**src/rtl/flash_guard_pkg.sv**
```systemverilog
package flash_guard_pkg;
  typedef enum logic [1:0] {
    OP_READ  = 2'd0,
    OP_PROG  = 2'd1,
    OP_ERASE = 2'd2,
    OP_BAD   = 2'd3
  } fop_e;

  localparam int unsigned ERR_W  = 7;
  localparam int unsigned E_OP   = 0;
  localparam int unsigned E_MP   = 1;
  localparam int unsigned E_RD   = 2;
  localparam int unsigned E_PROG = 3;
  localparam int unsigned E_WIN  = 4;
  localparam int unsigned E_TYPE = 5;
  localparam int unsigned E_UPD  = 6;
endpackage

```
**src/rtl/flash_op_decode.sv**
```systemverilog
module flash_op_decode
  import flash_guard_pkg::*;
#(
  parameter int unsigned NUM_W      = 12,
  parameter int unsigned ADDR_W     = 20,
  parameter int unsigned WIN_BYTES  = 64,
  parameter int unsigned WORD_BYTES = 4,
  parameter int unsigned TYPES      = 2,
  localparam int unsigned TYPE_W    = (TYPES > 1) ? $clog2(TYPES) : 1
) (
  input  logic [1:0]        op_i,
  input  logic [TYPE_W-1:0] prog_type_i,
  input  logic [NUM_W-1:0]  num_i,
  input  logic [ADDR_W-1:0] addr_i,
  input  logic [TYPES-1:0]  type_avail_i,
  input  logic              mp_deny_i,
  output logic [ERR_W-1:0]  start_err_o
);
  localparam int unsigned OFF_W  = $clog2(WIN_BYTES);
  localparam int unsigned SPAN_W = NUM_W + $clog2(WORD_BYTES) + OFF_W + 2;

  fop_e              op;
  logic [OFF_W-1:0]  offset;
  logic [SPAN_W-1:0] span;
  logic              type_ok;
  logic              is_prog;

  assign op      = fop_e'(op_i);
  assign is_prog = (op == OP_PROG);
  assign offset  = addr_i[OFF_W-1:0];
  // bytes touched, measured from the window base
  assign span = SPAN_W'(offset) + (SPAN_W'(num_i) + SPAN_W'(1)) * SPAN_W'(WORD_BYTES);

  if (TYPES > 1) begin : g_multi_type
    assign type_ok = (32'(prog_type_i) < TYPES) && type_avail_i[prog_type_i];
  end else begin : g_single_type
    logic unused_type;
    assign unused_type = ^prog_type_i;
    assign type_ok     = type_avail_i[0];
  end

  always_comb begin
    start_err_o         = '0;
    start_err_o[E_OP]   = (op == OP_BAD);
    start_err_o[E_MP]   = (op != OP_BAD) && mp_deny_i;
    start_err_o[E_WIN]  = is_prog && (span > SPAN_W'(WIN_BYTES));
    start_err_o[E_TYPE] = is_prog && !type_ok;
  end
endmodule

```
**src/rtl/flash_op_tracker.sv**
```systemverilog
module flash_op_tracker
  import flash_guard_pkg::*;
#(
  parameter int unsigned NUM_W = 12
) (
  input  logic             clk_i,
  input  logic             rst_ni,
  input  logic             accept_i,
  input  logic             reject_i,
  input  logic [1:0]       op_i,
  input  logic [NUM_W-1:0] num_i,
  input  logic             ack_i,
  input  logic             rd_uncorr_i,
  input  logic             prog_fail_i,
  output logic             busy_o,
  output logic             issue_o,
  output logic             done_o,
  output logic             err_o,
  output logic [ERR_W-1:0] run_err_o
);
  fop_e             cur_op;
  logic [NUM_W-1:0] beats_left;
  logic             op_fault;
  logic             beat;
  logic             last_beat;
  logic             fault_now;

  assign beat      = busy_o && ack_i;
  assign last_beat = (beats_left == '0);

  always_comb begin
    run_err_o         = '0;
    run_err_o[E_RD]   = beat && (cur_op == OP_READ) && rd_uncorr_i;
    run_err_o[E_PROG] = beat && (cur_op == OP_PROG) && prog_fail_i;
  end
  assign fault_now = |run_err_o;

  always_ff @(posedge clk_i or negedge rst_ni) begin
    if (!rst_ni) begin
      busy_o     <= 1'b0;
      issue_o    <= 1'b0;
      done_o     <= 1'b0;
      err_o      <= 1'b0;
      cur_op     <= OP_READ;
      beats_left <= '0;
      op_fault   <= 1'b0;
    end else begin
      issue_o <= accept_i;
      if (accept_i) begin
        busy_o     <= 1'b1;
        done_o     <= 1'b0;
        err_o      <= 1'b0;
        op_fault   <= 1'b0;
        cur_op     <= fop_e'(op_i);
        beats_left <= (fop_e'(op_i) == OP_ERASE) ? '0 : num_i;
      end else if (reject_i) begin
        done_o <= 1'b1;
        err_o  <= 1'b1;
      end else if (beat) begin
        if (last_beat) begin
          busy_o   <= 1'b0;
          done_o   <= 1'b1;
          err_o    <= op_fault | fault_now;
          op_fault <= 1'b0;
        end else begin
          beats_left <= beats_left - 1'b1;
          op_fault   <= op_fault | fault_now;
        end
      end
    end
  end
endmodule

```
**src/rtl/flash_pop_limiter.sv**
```systemverilog
module flash_pop_limiter #(
  parameter int unsigned NUM_W = 12
) (
  input  logic             clk_i,
  input  logic             rst_ni,
  input  logic             load_i,
  input  logic             load_read_i,
  input  logic [NUM_W-1:0] num_i,
  input  logic             pop_i,
  output logic             bus_err_o
);
  logic [NUM_W:0] credit;

  always_ff @(posedge clk_i or negedge rst_ni) begin
    if (!rst_ni) begin
      credit    <= '0;
      bus_err_o <= 1'b0;
    end else begin
      bus_err_o <= 1'b0;
      if (load_i) begin
        credit <= load_read_i ? ((NUM_W+1)'(num_i) + 1'b1) : '0;
      end else if (pop_i) begin
        if (credit == '0) bus_err_o <= 1'b1;
        else              credit    <= credit - 1'b1;
      end
    end
  end
endmodule

```
**src/rtl/flash_err_latch.sv**
```systemverilog
module flash_err_latch #(
  parameter int unsigned W = 7
) (
  input  logic         clk_i,
  input  logic         rst_ni,
  input  logic [W-1:0] set_i,
  input  logic [W-1:0] clr_i,
  output logic [W-1:0] q_o
);
  for (genvar i = 0; i < W; i++) begin : g_bit
    always_ff @(posedge clk_i or negedge rst_ni) begin
      if (!rst_ni) q_o[i] <= 1'b0;
      else         q_o[i] <= set_i[i] | (q_o[i] & ~clr_i[i]);
    end
  end
endmodule

```
**src/rtl/flash_op_guard.sv**
```systemverilog
module flash_op_guard
  import flash_guard_pkg::*;
#(
  parameter int unsigned NUM_W      = 12,
  parameter int unsigned ADDR_W     = 20,
  parameter int unsigned WIN_BYTES  = 64,
  parameter int unsigned WORD_BYTES = 4,
  parameter int unsigned TYPES      = 2,
  localparam int unsigned TYPE_W    = (TYPES > 1) ? $clog2(TYPES) : 1
) (
  input  logic              clk_i,
  input  logic              rst_ni,
  input  logic              start_i,
  input  logic [1:0]        op_i,
  input  logic [TYPE_W-1:0] prog_type_i,
  input  logic [NUM_W-1:0]  num_i,
  input  logic [ADDR_W-1:0] addr_i,
  input  logic [TYPES-1:0]  type_avail_i,
  input  logic              mp_deny_i,
  input  logic              ack_i,
  input  logic              rd_uncorr_i,
  input  logic              prog_fail_i,
  input  logic              shadow_fault_i,
  input  logic              fifo_pop_i,
  input  logic [6:0]        err_clr_i,
  output logic              issue_o,
  output logic              busy_o,
  output logic              done_o,
  output logic              err_o,
  output logic [6:0]        err_code_o,
  output logic              bus_err_o
);
  logic [ERR_W-1:0] start_err;
  logic [ERR_W-1:0] run_err;
  logic [ERR_W-1:0] err_set;
  logic             take;
  logic             accept;
  logic             reject;

  flash_op_decode #(
    .NUM_W(NUM_W), .ADDR_W(ADDR_W), .WIN_BYTES(WIN_BYTES),
    .WORD_BYTES(WORD_BYTES), .TYPES(TYPES)
  ) i_decode (
    .op_i        (op_i),
    .prog_type_i (prog_type_i),
    .num_i       (num_i),
    .addr_i      (addr_i),
    .type_avail_i(type_avail_i),
    .mp_deny_i   (mp_deny_i),
    .start_err_o (start_err)
  );

  assign take   = start_i && !busy_o;
  assign accept = take && (start_err == '0);
  assign reject = take && (start_err != '0);

  flash_op_tracker #(.NUM_W(NUM_W)) i_tracker (
    .clk_i      (clk_i),
    .rst_ni     (rst_ni),
    .accept_i   (accept),
    .reject_i   (reject),
    .op_i       (op_i),
    .num_i      (num_i),
    .ack_i      (ack_i),
    .rd_uncorr_i(rd_uncorr_i),
    .prog_fail_i(prog_fail_i),
    .busy_o     (busy_o),
    .issue_o    (issue_o),
    .done_o     (done_o),
    .err_o      (err_o),
    .run_err_o  (run_err)
  );

  flash_pop_limiter #(.NUM_W(NUM_W)) i_pop (
    .clk_i      (clk_i),
    .rst_ni     (rst_ni),
    .load_i     (take),
    .load_read_i(accept && (fop_e'(op_i) == OP_READ)),
    .num_i      (num_i),
    .pop_i      (fifo_pop_i),
    .bus_err_o  (bus_err_o)
  );

  always_comb begin
    err_set        = (take ? start_err : '0) | run_err;
    err_set[E_UPD] = shadow_fault_i;
  end

  flash_err_latch #(.W(ERR_W)) i_err (
    .clk_i (clk_i),
    .rst_ni(rst_ni),
    .set_i (err_set),
    .clr_i (err_clr_i),
    .q_o   (err_code_o)
  );
endmodule

```
**config.mk**
```make
export PLATFORM = sky130hd
export DESIGN_NAME = flash_op_guard
export DESIGN_NICKNAME = d
export VERILOG_FILES = /design/src/rtl/flash_guard_pkg.sv /design/src/rtl/flash_op_decode.sv /design/src/rtl/flash_op_tracker.sv /design/src/rtl/flash_pop_limiter.sv /design/src/rtl/flash_err_latch.sv /design/src/rtl/flash_op_guard.sv
export SDC_FILE = /design/constraint.sdc
export NUM_CORES = 1
export LEC_CHECK = 0
export BUFFER_PORTS_ARGS = -buffer_cell sky130_fd_sc_hd__buf_2
export CORE_MARGIN = 2
export CORE_UTILIZATION = 50
export DETAILED_ROUTE_END_ITERATION = 10
export PLACE_DENSITY = 0.75
export SLEW_MARGIN = 20
export SYNTH_ARGS = -nofsm -noshare
export SYNTH_HDL_FRONTEND = slang
export SYNTH_SLANG_ARGS = --single-unit
```
**constraint.sdc**
```tcl
create_clock -name clk_i -period 3.1 [get_ports clk_i]
set_clock_uncertainty 0.05 [all_clocks]
set_input_delay 0.62 -clock clk_i [delete_from_list [all_inputs] [get_ports clk_i]]
set_output_delay 0.62 -clock clk_i [all_outputs]
set_load 0.05 [all_outputs]
```
==> results.md <==
* Initial antenna violation count at 0
* R2R Path Start: i_tracker.beats_left[0]
* 1st-pass router iterations at 4
* WL/cell at 15.0 um
* Final core occ at 68.3%
* Complex-gate fraction of the synthesized area at a little over a fifth
* Asr flop ratio synth at 100%
* Post-place setup slack at -0.575 ns
* 1st-iter DRT viols at between 200 and 250
* Synth area leader: dfrtp_1
* Hold Vio Cnt, Final at 0
* Hold_buf cts at 0
* Leak pwr at between 0.0015 and 0.002 uW
* Crit path DAT at about 3.3 ns
* Synth area leaders: dfrtp_1 36%, nand2_1 3.9%, nor2_1 3.9%
* Final period utilization at 101%
* Net count after synthesis at around 390
* GPL Wtd Cong at 0.890
* CTS tree: yes
* Setup_tns at -0.0751 ns
* First-pass GRT wire length at 12100 um
* Dpl cell area at approximately 0.0034 sq mm
* DIE AREA at between 0.006 and 0.007 sq mm
* DP Wirelength at 5390 um
* Synthesized-area fraction occupied by adder cells at under 10%
* Global Route Usage Sum at roughly a quarter
* Post-synth top cells: 40 x dfrtp_1, 29 x nand2_1, 29 x nor2_1, 16 x inv_1, 14 x o21ai_0
* Sequential cell area at around 0.0010 sq mm
* Distinct cells, synth at about 60
* Multi-input logic area at roughly 0.0019 sq mm
* Register-to-Register Setup Slack at ~0.3 ns
* Crit. End Element: flop
* Clk Latency, worst-skew pair at about 0.30 ns
* Largest net degree at the start of global routing at a little over 40
* Core area at 0.00547 sq mm
* Setup crit start kind: input pin
* Outcome: complete, but fails checks
* Final Setup Violations at 5
* RSZ-0062 raised after global routing: true
* IO Count at 65
* Die height at 79.0 um
* Mean post-synth cell area at around 8.6 sq um
* Clock Sinks at 40
* Post-Synth XOR/XNOR Area at under 10%
* CP required at 3.22 ns
* Buffers added on ports at 50
* Max VDD drop at slightly below 300 uV
* Final Critical Period at around 3.1 ns
* Post-synthesis sequential area ratio at between 30% and 40%
* Cell area after layout at 0.00374 sq mm
* Setup CP Type: input pin to flop
* Combinational family with the most area after synthesis: simple AND/OR/NAND/NOR gates
* Synth Flop Type: dfrtp_1
* EDFF count, synth at 0
* Initial Util at between 50% and 60%
* Clock slew at reported path FFs at around 0.080 ns
* YS warnings at 0
* Syn-to-layout area delta at 33.0%
* Synthesized flop and latch total at 40
* Reg2reg end: i_tracker.beats_left[1]
* # H-tree levels at 2
* Root buffer cell: clkbuf_8
* Post-Route WL at ~7200 um
* Critical Path End: i_tracker.beats_left[7]
* Fill count at 441
* Total CTS buffers at 5
* Drt via density at 5.75
* ANT cells at 0
* Post-DRT Antenna Nets at 0
* Final Max Tran Viols at 0
* Syn Inst Count at approximately 330
* Slew margin rel. at 40.8%
* NumNets Final at 468
* Row count at 27
* Die Span X at between 70 and 80 um
* Fmax at between 300 and 400 MHz
* Count leader, synth: dfrtp_1
* Max cap viols at 0
* Yosys top cell area share at 35.6%
* GRT overflow at 0
* CP Max Fanout at 8
* Pwr dens at ~540 mW/mm^2
* Via count at roughly 2800
* Layout cells sized above 1 at between 30% and 40%
* Post-synthesis mux area share at under 10%
* Worst setup margin at -0.0261 ns
* Synth Area in Simple Gates at about a quarter
* Cell area after synthesis at 0.00281 sq mm
* Clock Tree Buf Depth at 2
* Hold Crit Class: input pin to async pin
* Vias in the first global route at between 2000 and 3000
* Worst Reg-to-Reg Cells at 10
* Worst setup startpoint: num_i[0]
* DRC Markers at 0
* WHS at a little under 0.4 ns
* Violated checks: setup timing
* Worst-Margin Slew at between 0.8 and 0.9 ns
## sequential cells by signal (all words and copies together), names as in the netlist
name                  cells
i_tracker.beats_left     12
i_pop.bus_err_o           1
i_pop.credit             13
i_tracker.issue_o         1
i_tracker.done_o          1
i_err.q_o                 7
i_tracker.err_o           1
i_tracker.op_fault        1
i_tracker.busy_o          1
i_tracker.cur_op          2
## cell families (layout without fill, tap and decap cells)
| logic type | Yosys count | count (layout) |
|---|---|---|
| and+or+nand+nor | 134 | 134 |
| AOI/OAI and AO/OA | 84 | 84 |
| DFF | 40 | 40 |
| buffers and inverters | 31 | 112 |
| xor gates and xnor gates | 24 | 24 |
| adders and majority gates | 9 | 9 |
| muxes | 4 | 4 |
## layer usage
layer,track usage (%),up-vias,routed length (um)
li1,-,1359,-
met1,35.6,1300,3370
met2,38.1,86,3300
met3,2.73,8,437
met4,6.90,0,80
met5,0,-,0
## report_power, final
group / internal (uW) / switching (uW)
clock network: 157 / 186
registers: 695 / 161
logic: 370 / 457
total: 1220 / 804
## through the flow
step | total power, uW | std cells
2_1_floorplan | 1400 | 326
3_3_place_gp | 1600 | 468
3_5_place_dp | 1630 | 468
4_1_cts | 2000 | 478
5_1_grt | 2170 | 479
6_report | 2030 | 479
## area by class of cell
class | instances | share of cell area (%)
clock buffer | 5 | 1.84
clock inverter | 3 | 0.502
inverter | 17 | 1.71
multi-input combinational | 255 | 51.6
sequential | 40 | 26.8
tap | 72 | 2.41
timing repair buffer | 87 | 15.2
## repair_timing
item | 4_1_cts | 5_1_grt
buffers inserted | 2 | 1
resized for setup | 21 | 16
pin swaps | 13 | 16
setup endpoints to repair | 18 | 19
## worst min path at each step
stage                      start           end  slack (ns)  cells past startpoint
floorplan                 rst_ni  i_err.q_o[0]        0.27                      0
global placement    i_err.q_o[6]  i_err.q_o[6]        0.40                      1
detailed placement  i_err.q_o[6]  i_err.q_o[6]        0.42                      1
CTS                       rst_ni  i_err.q_o[2]        0.42                      1
global route        err_clr_i[3]  i_err.q_o[3]        0.44                      2
finish                    rst_ni  i_err.q_o[2]        0.39                      1
## placed cells by master, fill, tap and decap left out, drive strengths merged, types with 2 or more instances in the layout
| master | count |
|---|---|
| a22oi | 2 |
| o21ai | 16 |
| mux2i | 3 |
| inv | 17 |
| a21o | 5 |
| nand2b | 7 |
| o21a | 3 |
| nor3 | 12 |
| clkinv | 3 |
| a221oi | 5 |
| a211oi | 4 |
| xor2 | 12 |
| o22a | 3 |
| a31oi | 4 |
| o32ai | 3 |
| a311oi | 5 |
| nand3 | 12 |
| or3 | 11 |
| dfrtp | 40 |
| nor2 | 29 |
| nor4 | 6 |
| o2bb2ai | 2 |
| o211ai | 3 |
| and4b | 2 |
| o22ai | 10 |
| xnor2 | 12 |
| ha | 8 |
| nand2 | 29 |
| nand4 | 4 |
| nor2b | 6 |
| and2 | 2 |
| a21oi | 13 |
| and3 | 3 |
| or2 | 3 |
| clkbuf | 6 |
| nand3b | 2 |
| buf | 86 |
## worst max-delay path, cell delays in order
cell	delay, ns
buf_12	0.11
ha_4	0.17
xor2_4	0.17
ha_4	0.28
a41o_1	0.20
a21oi_2	0.06
a311oi_2	0.28
mux2_4	0.35
o2bb2ai_4	0.15
o31a_4	0.18
nand4bb_4	0.15
buf_8	0.18
a221oi_4	0.30
a311oi_2	0.06
(Power assumes the default switching activity.)
